[src/rtl/dma_arb_pkg.sv]
package dma_arb_pkg;

    // Registered arbitration state
    typedef struct packed {
        logic busy;     // a transfer is granted and not yet finished
        logic own_rx;   // owner of the current grant: 1 = receive, 0 = transmit
        logic last_rx;  // client served by the most recent grant: 1 = receive
    } arb_state_t;

    localparam arb_state_t ARB_RESET = '{busy: 1'b0, own_rx: 1'b0, last_rx: 1'b0};

endpackage

[src/rtl/dma_arb_pick.sv]
module dma_arb_pick (
    input  logic rr_mode,
    input  logic tx_busy,
    input  logic rx_req,
    input  logic tx_req,
    input  logic last_rx,
    output logic want,
    output logic pick_rx
);

    logic turn_taking;

    always_comb begin
        // Turn-taking applies under round-robin or while a transmit frame runs
        turn_taking = rr_mode | tx_busy;
        want        = rx_req | tx_req;
        pick_rx     = 1'b0;
        if (rx_req && tx_req) begin
            pick_rx = turn_taking ? ~last_rx : 1'b1;
        end else if (rx_req) begin
            pick_rx = 1'b1;
        end
    end

endmodule

[src/rtl/dma_arb_ctl.sv]
module dma_arb_ctl
    import dma_arb_pkg::*;
(
    input  logic       clk,
    input  logic       rst_n,
    input  logic       want,
    input  logic       pick_rx,
    input  logic       xfer_done,
    output arb_state_t state
);

    arb_state_t st_d, st_q;

    always_comb begin
        st_d = st_q;
        if (st_q.busy) begin
            if (xfer_done) begin
                st_d.busy   = 1'b0;
                st_d.own_rx = 1'b0;
            end
        end else if (want) begin
            st_d.busy    = 1'b1;
            st_d.own_rx  = pick_rx;
            st_d.last_rx = pick_rx;
        end
    end

    always_ff @(posedge clk or negedge rst_n) begin
        if (!rst_n) begin
            st_q <= ARB_RESET;
        end else begin
            st_q <= st_d;
        end
    end

    assign state = st_q;

endmodule

[src/rtl/dma_req_arbiter.sv]
module dma_req_arbiter
    import dma_arb_pkg::*;
(
    input  logic clk,
    input  logic rst_n,
    input  logic rr_mode,
    input  logic tx_busy,
    input  logic rx_req,
    input  logic tx_req,
    input  logic xfer_done,
    output logic rx_gnt,
    output logic tx_gnt
);

    arb_state_t state;
    logic       want;
    logic       pick_rx;

    dma_arb_pick u_pick (
        .rr_mode (rr_mode),
        .tx_busy (tx_busy),
        .rx_req  (rx_req),
        .tx_req  (tx_req),
        .last_rx (state.last_rx),
        .want    (want),
        .pick_rx (pick_rx)
    );

    dma_arb_ctl u_ctl (
        .clk       (clk),
        .rst_n     (rst_n),
        .want      (want),
        .pick_rx   (pick_rx),
        .xfer_done (xfer_done),
        .state     (state)
    );

    assign rx_gnt = state.busy &  state.own_rx;
    assign tx_gnt = state.busy & ~state.own_rx;

    logic idle;
    assign idle = ~rx_gnt & ~tx_gnt;

    AST_GNT_ONEHOT: assert property (@(posedge clk) disable iff (!rst_n)
        $onehot0({rx_gnt, tx_gnt}));

    AST_GNT_HOLD: assert property (@(posedge clk) disable iff (!rst_n)
        (!idle && !xfer_done) |=> ($stable(rx_gnt) && $stable(tx_gnt)));

    AST_GNT_RELEASE: assert property (@(posedge clk) disable iff (!rst_n)
        (!idle && xfer_done) |=> (!rx_gnt && !tx_gnt));

    AST_LONE_RX: assert property (@(posedge clk) disable iff (!rst_n)
        (idle && rx_req && !tx_req) |=> rx_gnt);

    AST_LONE_TX: assert property (@(posedge clk) disable iff (!rst_n)
        (idle && tx_req && !rx_req) |=> tx_gnt);

    AST_RR_TURN: assert property (@(posedge clk) disable iff (!rst_n)
        (idle && rx_req && tx_req && rr_mode) |=> (rx_gnt != $past(state.last_rx)));

    AST_RX_PRIO: assert property (@(posedge clk) disable iff (!rst_n)
        (idle && rx_req && tx_req && !rr_mode && !tx_busy) |=> rx_gnt);

    AST_TXFRAME_TURN: assert property (@(posedge clk) disable iff (!rst_n)
        (idle && rx_req && tx_req && !rr_mode && tx_busy) |=> (tx_gnt == $past(state.last_rx)));

    AST_IDLE_DONE: assert property (@(posedge clk) disable iff (!rst_n)
        (idle && !rx_req && !tx_req) |=> (idle && $stable(state.last_rx)));

endmodule

[config.mk]
export PLATFORM = sky130hd
export DESIGN_NAME = dma_req_arbiter
export DESIGN_NICKNAME = d
export VERILOG_FILES = /design/src/rtl/dma_arb_pkg.sv /design/src/rtl/dma_arb_pick.sv /design/src/rtl/dma_arb_ctl.sv /design/src/rtl/dma_req_arbiter.sv
export SDC_FILE = /design/constraint.sdc
export NUM_CORES = 1
export LEC_CHECK = 0
export BUFFER_PORTS_ARGS = -buffer_cell sky130_fd_sc_hd__clkbuf_2
export CAP_MARGIN = 20
export CORE_AREA = 3 3 40 42
export CTS_CLUSTER_DIAMETER = 40
export DETAILED_ROUTE_END_ITERATION = 7
export DIE_AREA = 0 0 43 45
export SYNTH_ARGS = -nofsm -noshare
export SYNTH_HDL_FRONTEND = slang
export SYNTH_HIERARCHICAL = 1
export SYNTH_SLANG_ARGS = --single-unit
export TNS_END_PERCENT = 100
[constraint.sdc]
create_clock -name clk -period 2.6 [get_ports clk]
set_input_delay 0.26 -clock clk [delete_from_list [all_inputs] [get_ports clk]]
set_output_delay 0.26 -clock clk [all_outputs]
set_load 0.01 [all_outputs]
======== Yosys cells after proc, flatten, opt, wreduce, memory -nomap -nowiden ========
Cells that the tools add are included.
storage, ports and cells
  register bits ........................... 3
  input port bits ......................... 7
  logic and storage cells ................. 21
cells by class
  equality and inequality tests ........... 1
  multiplexer cells ....................... 6
  bitwise operators ....................... 7
  reductions and logical operators ........ 4
operator list
  operator                                      count
  2-bit 2-to-1 mux                              2
  2-bit AND reduction                           2
  1-bit 2-to-1 mux                              3
  3-bit 2-to-1 mux                              1
  1-bit NOT                                     3
  1-bit bitwise AND                             2
  2-bit inequality test, second input constant  1
  1-bit OR                                      2
  2-bit nonzero test                            1
  1-bit logical AND                             1

======== Longest topological paths before layout ========
  depth in word-level cells ............... 5
  depth in mapped cells ................... 4
  mapped depth without buffers ............ 4

======== Cells and area by module ========
Netlist, hierarchy kept.
modules (own cells, without submodules)
  module           instances  cells an instance  area an instance (sq um)  seq. area each (sq um)
  dma_arb_ctl      1          10                 132.6                     75.1
  dma_arb_pick     1          3                  20.0                      0.0
  dma_req_arbiter  1          2                  16.3                      0.0

======== Least setup slack after synthesis ========
Ideal clock, no wire load.
  path type ............................... input-to-reg
  from .................................... input port tx_req
  to ...................................... register u_ctl.st_q, in the netlist u_ctl/state[0]
  setup time .............................. 0.125 ns
  data arrival time ....................... 0.892 ns
  required time ........................... 2.475 ns
  path slack .............................. 1.583 ns
  stages on the path ...................... 3
  buffers on the path ..................... 0
  cells stage by stage .................... or2_1 -> nand2b_4 -> mux2_4
between the ends
  word-level cells in the longest chain between the ends .. 2
  elaborated cells on any way between the ends .. 4
RTL lines
  item                                                               line                                    RTL
  start, declared                                                    dma_req_arbiter.sv:9                    input logic tx_req,
  1-bit OR or 1-bit logical AND (tied branches)                      dma_arb_pick.sv:16, dma_arb_pick.sv:18
  2-bit AND reduction (no line) or 1-bit 2-to-1 mux (tied branches)  -
  end signal, assigned                                               dma_arb_ctl.sv:32                       st_q <= st_d;
  end, declared                                                      dma_arb_ctl.sv:12                       arb_state_t st_d, st_q;
Parallel ways exist; a longest one is shown, timed or not.
A chain may end at the register's enable or synchronous reset.

======== Final worst setup path ========
  from .................................... register u_ctl.st_q, in the netlist u_ctl/state[2]
  to ...................................... output port tx_gnt
between the ends
  word-level cells in the longest chain between the ends .. 1
RTL lines
  item               line                   RTL
  1-bit bitwise AND  dma_req_arbiter.sv:39  assign tx_gnt = state.busy & ~state.own_rx;
  end, declared      dma_req_arbiter.sv:12  output logic tx_gnt
No other way between the ends.

==> metrics.md <==
| Metric | Value |
|---|---|
| Status | finished, final reports clean |
| Die Y | 45 µm |
| Final hold violations | 0 |
| Post-Synth XOR/XNOR Area | 0% |
| Crit-path slowest cell | dfrtp_1 |
| Worst skew pair latency | 0.23 ns |
| PortBufs | 8 |
| Fin crit share | 47.1% |
| Initial antenna violation count | 0 |
| Total Neg Setup Slack | 0 ns |
| Critical Path RT | 2.34 ns |
| Drt total wl | 314 µm |
| Slew @ Worst Pin | 0.149 ns |
| Vias in the first global route | 145 |
| Mapped Cells | 15 |
| Avg Cell Area, Syn | 11.3 µm² |
| Commonest non-fill, non-tap cell in the layout | clkbuf_2 |
| Final ANT Viol Nets | 0 |
| Max FFs per register | 3 |
| Adder-Cell Fraction of Synth Area | 0% |
| Startpoint Class | register |
| Fin crit period | 1.22 ns |
| Die area | 0.00194 mm² |
| Clock Tree Buf Depth | 2 |
| Reg clk slew, reported paths | 0.04 ns |
| # Post-CTS Setup Buffers | 0 |
| Mux cell area share after synthesis | 14.8% |
| Seq/Total Area, Yosys | 44.4% |
| Final Max Tran Viols | 0 |
| Yosys reg bits | 3 |
| CP peak stage delay | 0.41 ns |
| Overall Global Routing Usage | 3.92% |
| TritonCTS clock tree | done |
| Leak | 0.137 nW |
| Die W | 43 µm |
| Ant diodes | 0 |
| Complex-gate fraction of the synthesized area | 11.1% |
| Data arrival, critical path | 0.96 ns |
| Slew headroom | 90.0% |
| Final Util | 20.5% |
| Crit Reg-Reg Startpoint | u_ctl/state[2] |
| Post-synthesis simple-gate area fraction | 27.4% |
| Max-Cap Viols | 0 |
| Placed Area | 228 µm² |
| Cells after DPL | 38 |
| Setup Viol. Count Final | 0 |
| RSZ-0062 raised after global routing | false |
| CTS H-tree depth | 1 |
| Commonest cells after routing, fill and taps aside | clkbuf_2 (8), clkbuf_4 (3), dfrtp_1 (3) |
| GPL Wtd Cong | 0.615 |
| Wire per inst | 7.30 µm |
| DRC errors left | 0 |
| Fin nets | 36 |
| CP Max Fanout | 6 |
| Initial Utilization | 13.1% |
| Remaining global-route overflow | 0 |
| Syn Nets | 22 |
| Drt first pass iters | 1 |
| Pin count of the biggest net entering global routing | 7 |
| Non-Filler Instances | 43 |
| Worst Hold Launch | xfer_done |
| Clock skew after layout | 0.000366 ns |
| Critical Path Sink Type | primary output |
| Core area | 0.00128 mm² |
| First-pass GRT wire length | 469 µm |
| Num Clock Sinks | 3 |
| Largest cells by area after synthesis | dfrtp_1 (44%), mux2_4 (8.9%), nand2b_4 (8.1%), mux2i_1 (5.9%), and2b_2 (5.2%) |
| Drt initial violations | 0 |
| Syn-to-layout area delta | 56.3% |
| Pwr Density | 814 mW/mm² |
| Design area | 264 µm² |
| Row cnt | 13 |
| CP Class | reg -> out |
| Hold Crit Class | in -> reg |
| Critical path buffers and inverters | 1 |
| Synth unique cells | 13 |
| Vias per cell | 3.30 |
| CP cell instances | and2b_2, clkbuf_2 |
| Syn Std Cell Area | 169 µm² |
| Top cell family by delay on the critical path | flip-flops |
| Synth warn | 6 |
| CTS buffer count | 3 |
| Layout cell share with drive strength beyond 1 | 53.6% |
| Share of the synthesized area in the top cell type | 44.4% |
| Setup slack after layout | 1.38 ns |
| Largest family of logic cells by synthesized area | simple AND/OR/NAND/NOR gates |
| Detailed-route via count | 142 |
| Cell taking the most area after synthesis | dfrtp_1 |
| Post-place setup slack | 1.47 ns |
| Critical Path Start | u_ctl/state[2] |
| VDD IR max | 0.000199 V |
| Root Driver | clkbuf_4 |
| Top-level port count | 9 |
| Max frequency | 0.817 GHz |
| Fill count | 148 |
==> cells in the mapped netlist <==
| library cell | number |
|---|---|
| and2b_2 | 1 |
| o211ai_1 | 1 |
| or2_1 | 1 |
| o21ai_0 | 1 |
| mux2_4 | 1 |
| inv_1 | 1 |
| and2_2 | 1 |
| and2_1 | 1 |
| mux2i_1 | 1 |
| nand2_1 | 1 |
| dfrtp_1 | 3 |
| o22ai_1 | 1 |
| nand2b_4 | 1 |
==> layout make-up <==
| cell class | count | area (µm²) | share of cell area [%] |
|---|---|---|---|
| clock buffer | 4 | 26.3 | 9.95 |
| inverter | 1 | 3.75 | 1.42 |
| multi-input combinational | 11 | 90.1 | 34.1 |
| sequential | 3 | 75.1 | 28.4 |
| tap | 15 | 18.8 | 7.11 |
| timing repair buffer | 9 | 50.0 | 19.0 |
==> what timing repair did <==
| action | CTS | global route |
|---|---|---|
| gates resized for setup | 0 | 0 |
| hold buffers | 1 | 0 |
| endpoints found under the hold margin | 3 | 0 |
==> through the flow <==
stage	power, W	hold WS, ns
floorplan	0.000116	-0.0356
global placement	0.000136	0.0594
detailed placement	0.000137	0.0603
CTS	0.000222	0.220
global route	0.000232	0.228
finish	0.000215	0.225
==> layer usage <==
| layer | up-vias | wire length (µm) | track usage (%) |
|---|---|---|---|
| li1 | 78 | - | - |
| met5 | - | 0 | 0 |
| met3 | 0 | 17 | 1.20 |
| met1 | 61 | 107 | 2.67 |
| met2 | 3 | 188 | 6.29 |
| met4 | 0 | 0 | 7.23 |
==> final timing paths <==
kind	end	slack (ns)	cells past startpoint
worst max-delay path	tx_gnt	1.38	2
worst min-delay path	u_ctl/state[1]	0.22	2
worst max register to register	u_ctl/state[0]	1.62	2
worst min register to register	u_ctl/state[0]	0.52	1
max in group asynchronous	u_ctl/state[0]	2.14	2
min in group asynchronous	u_ctl/state[2]	0.36	2
==> worst register-to-register path: cells and delay by family, from the launching register on <==
family,cells,cell delay (ns)
DFF,1,0.41
and+or+nand+nor,1,0.16
muxes,1,0.29
==> cells by family after synthesis <==
| kind of cell | count (synthesis) |
|---|---|
| buffers and inverters | 1 |
| AO/OA/AOI/OAI | 3 |
| AND/OR/NAND/NOR | 6 |
| flip-flops | 3 |
| multiplexers | 2 |
==> where the power goes <==
part           switching, W  internal, W
registers         0.0000119    0.0000618
clock network     0.0000224    0.0000574
logic             0.0000226    0.0000390
total             0.0000568     0.000158
(Power assumes the default switching activity.)
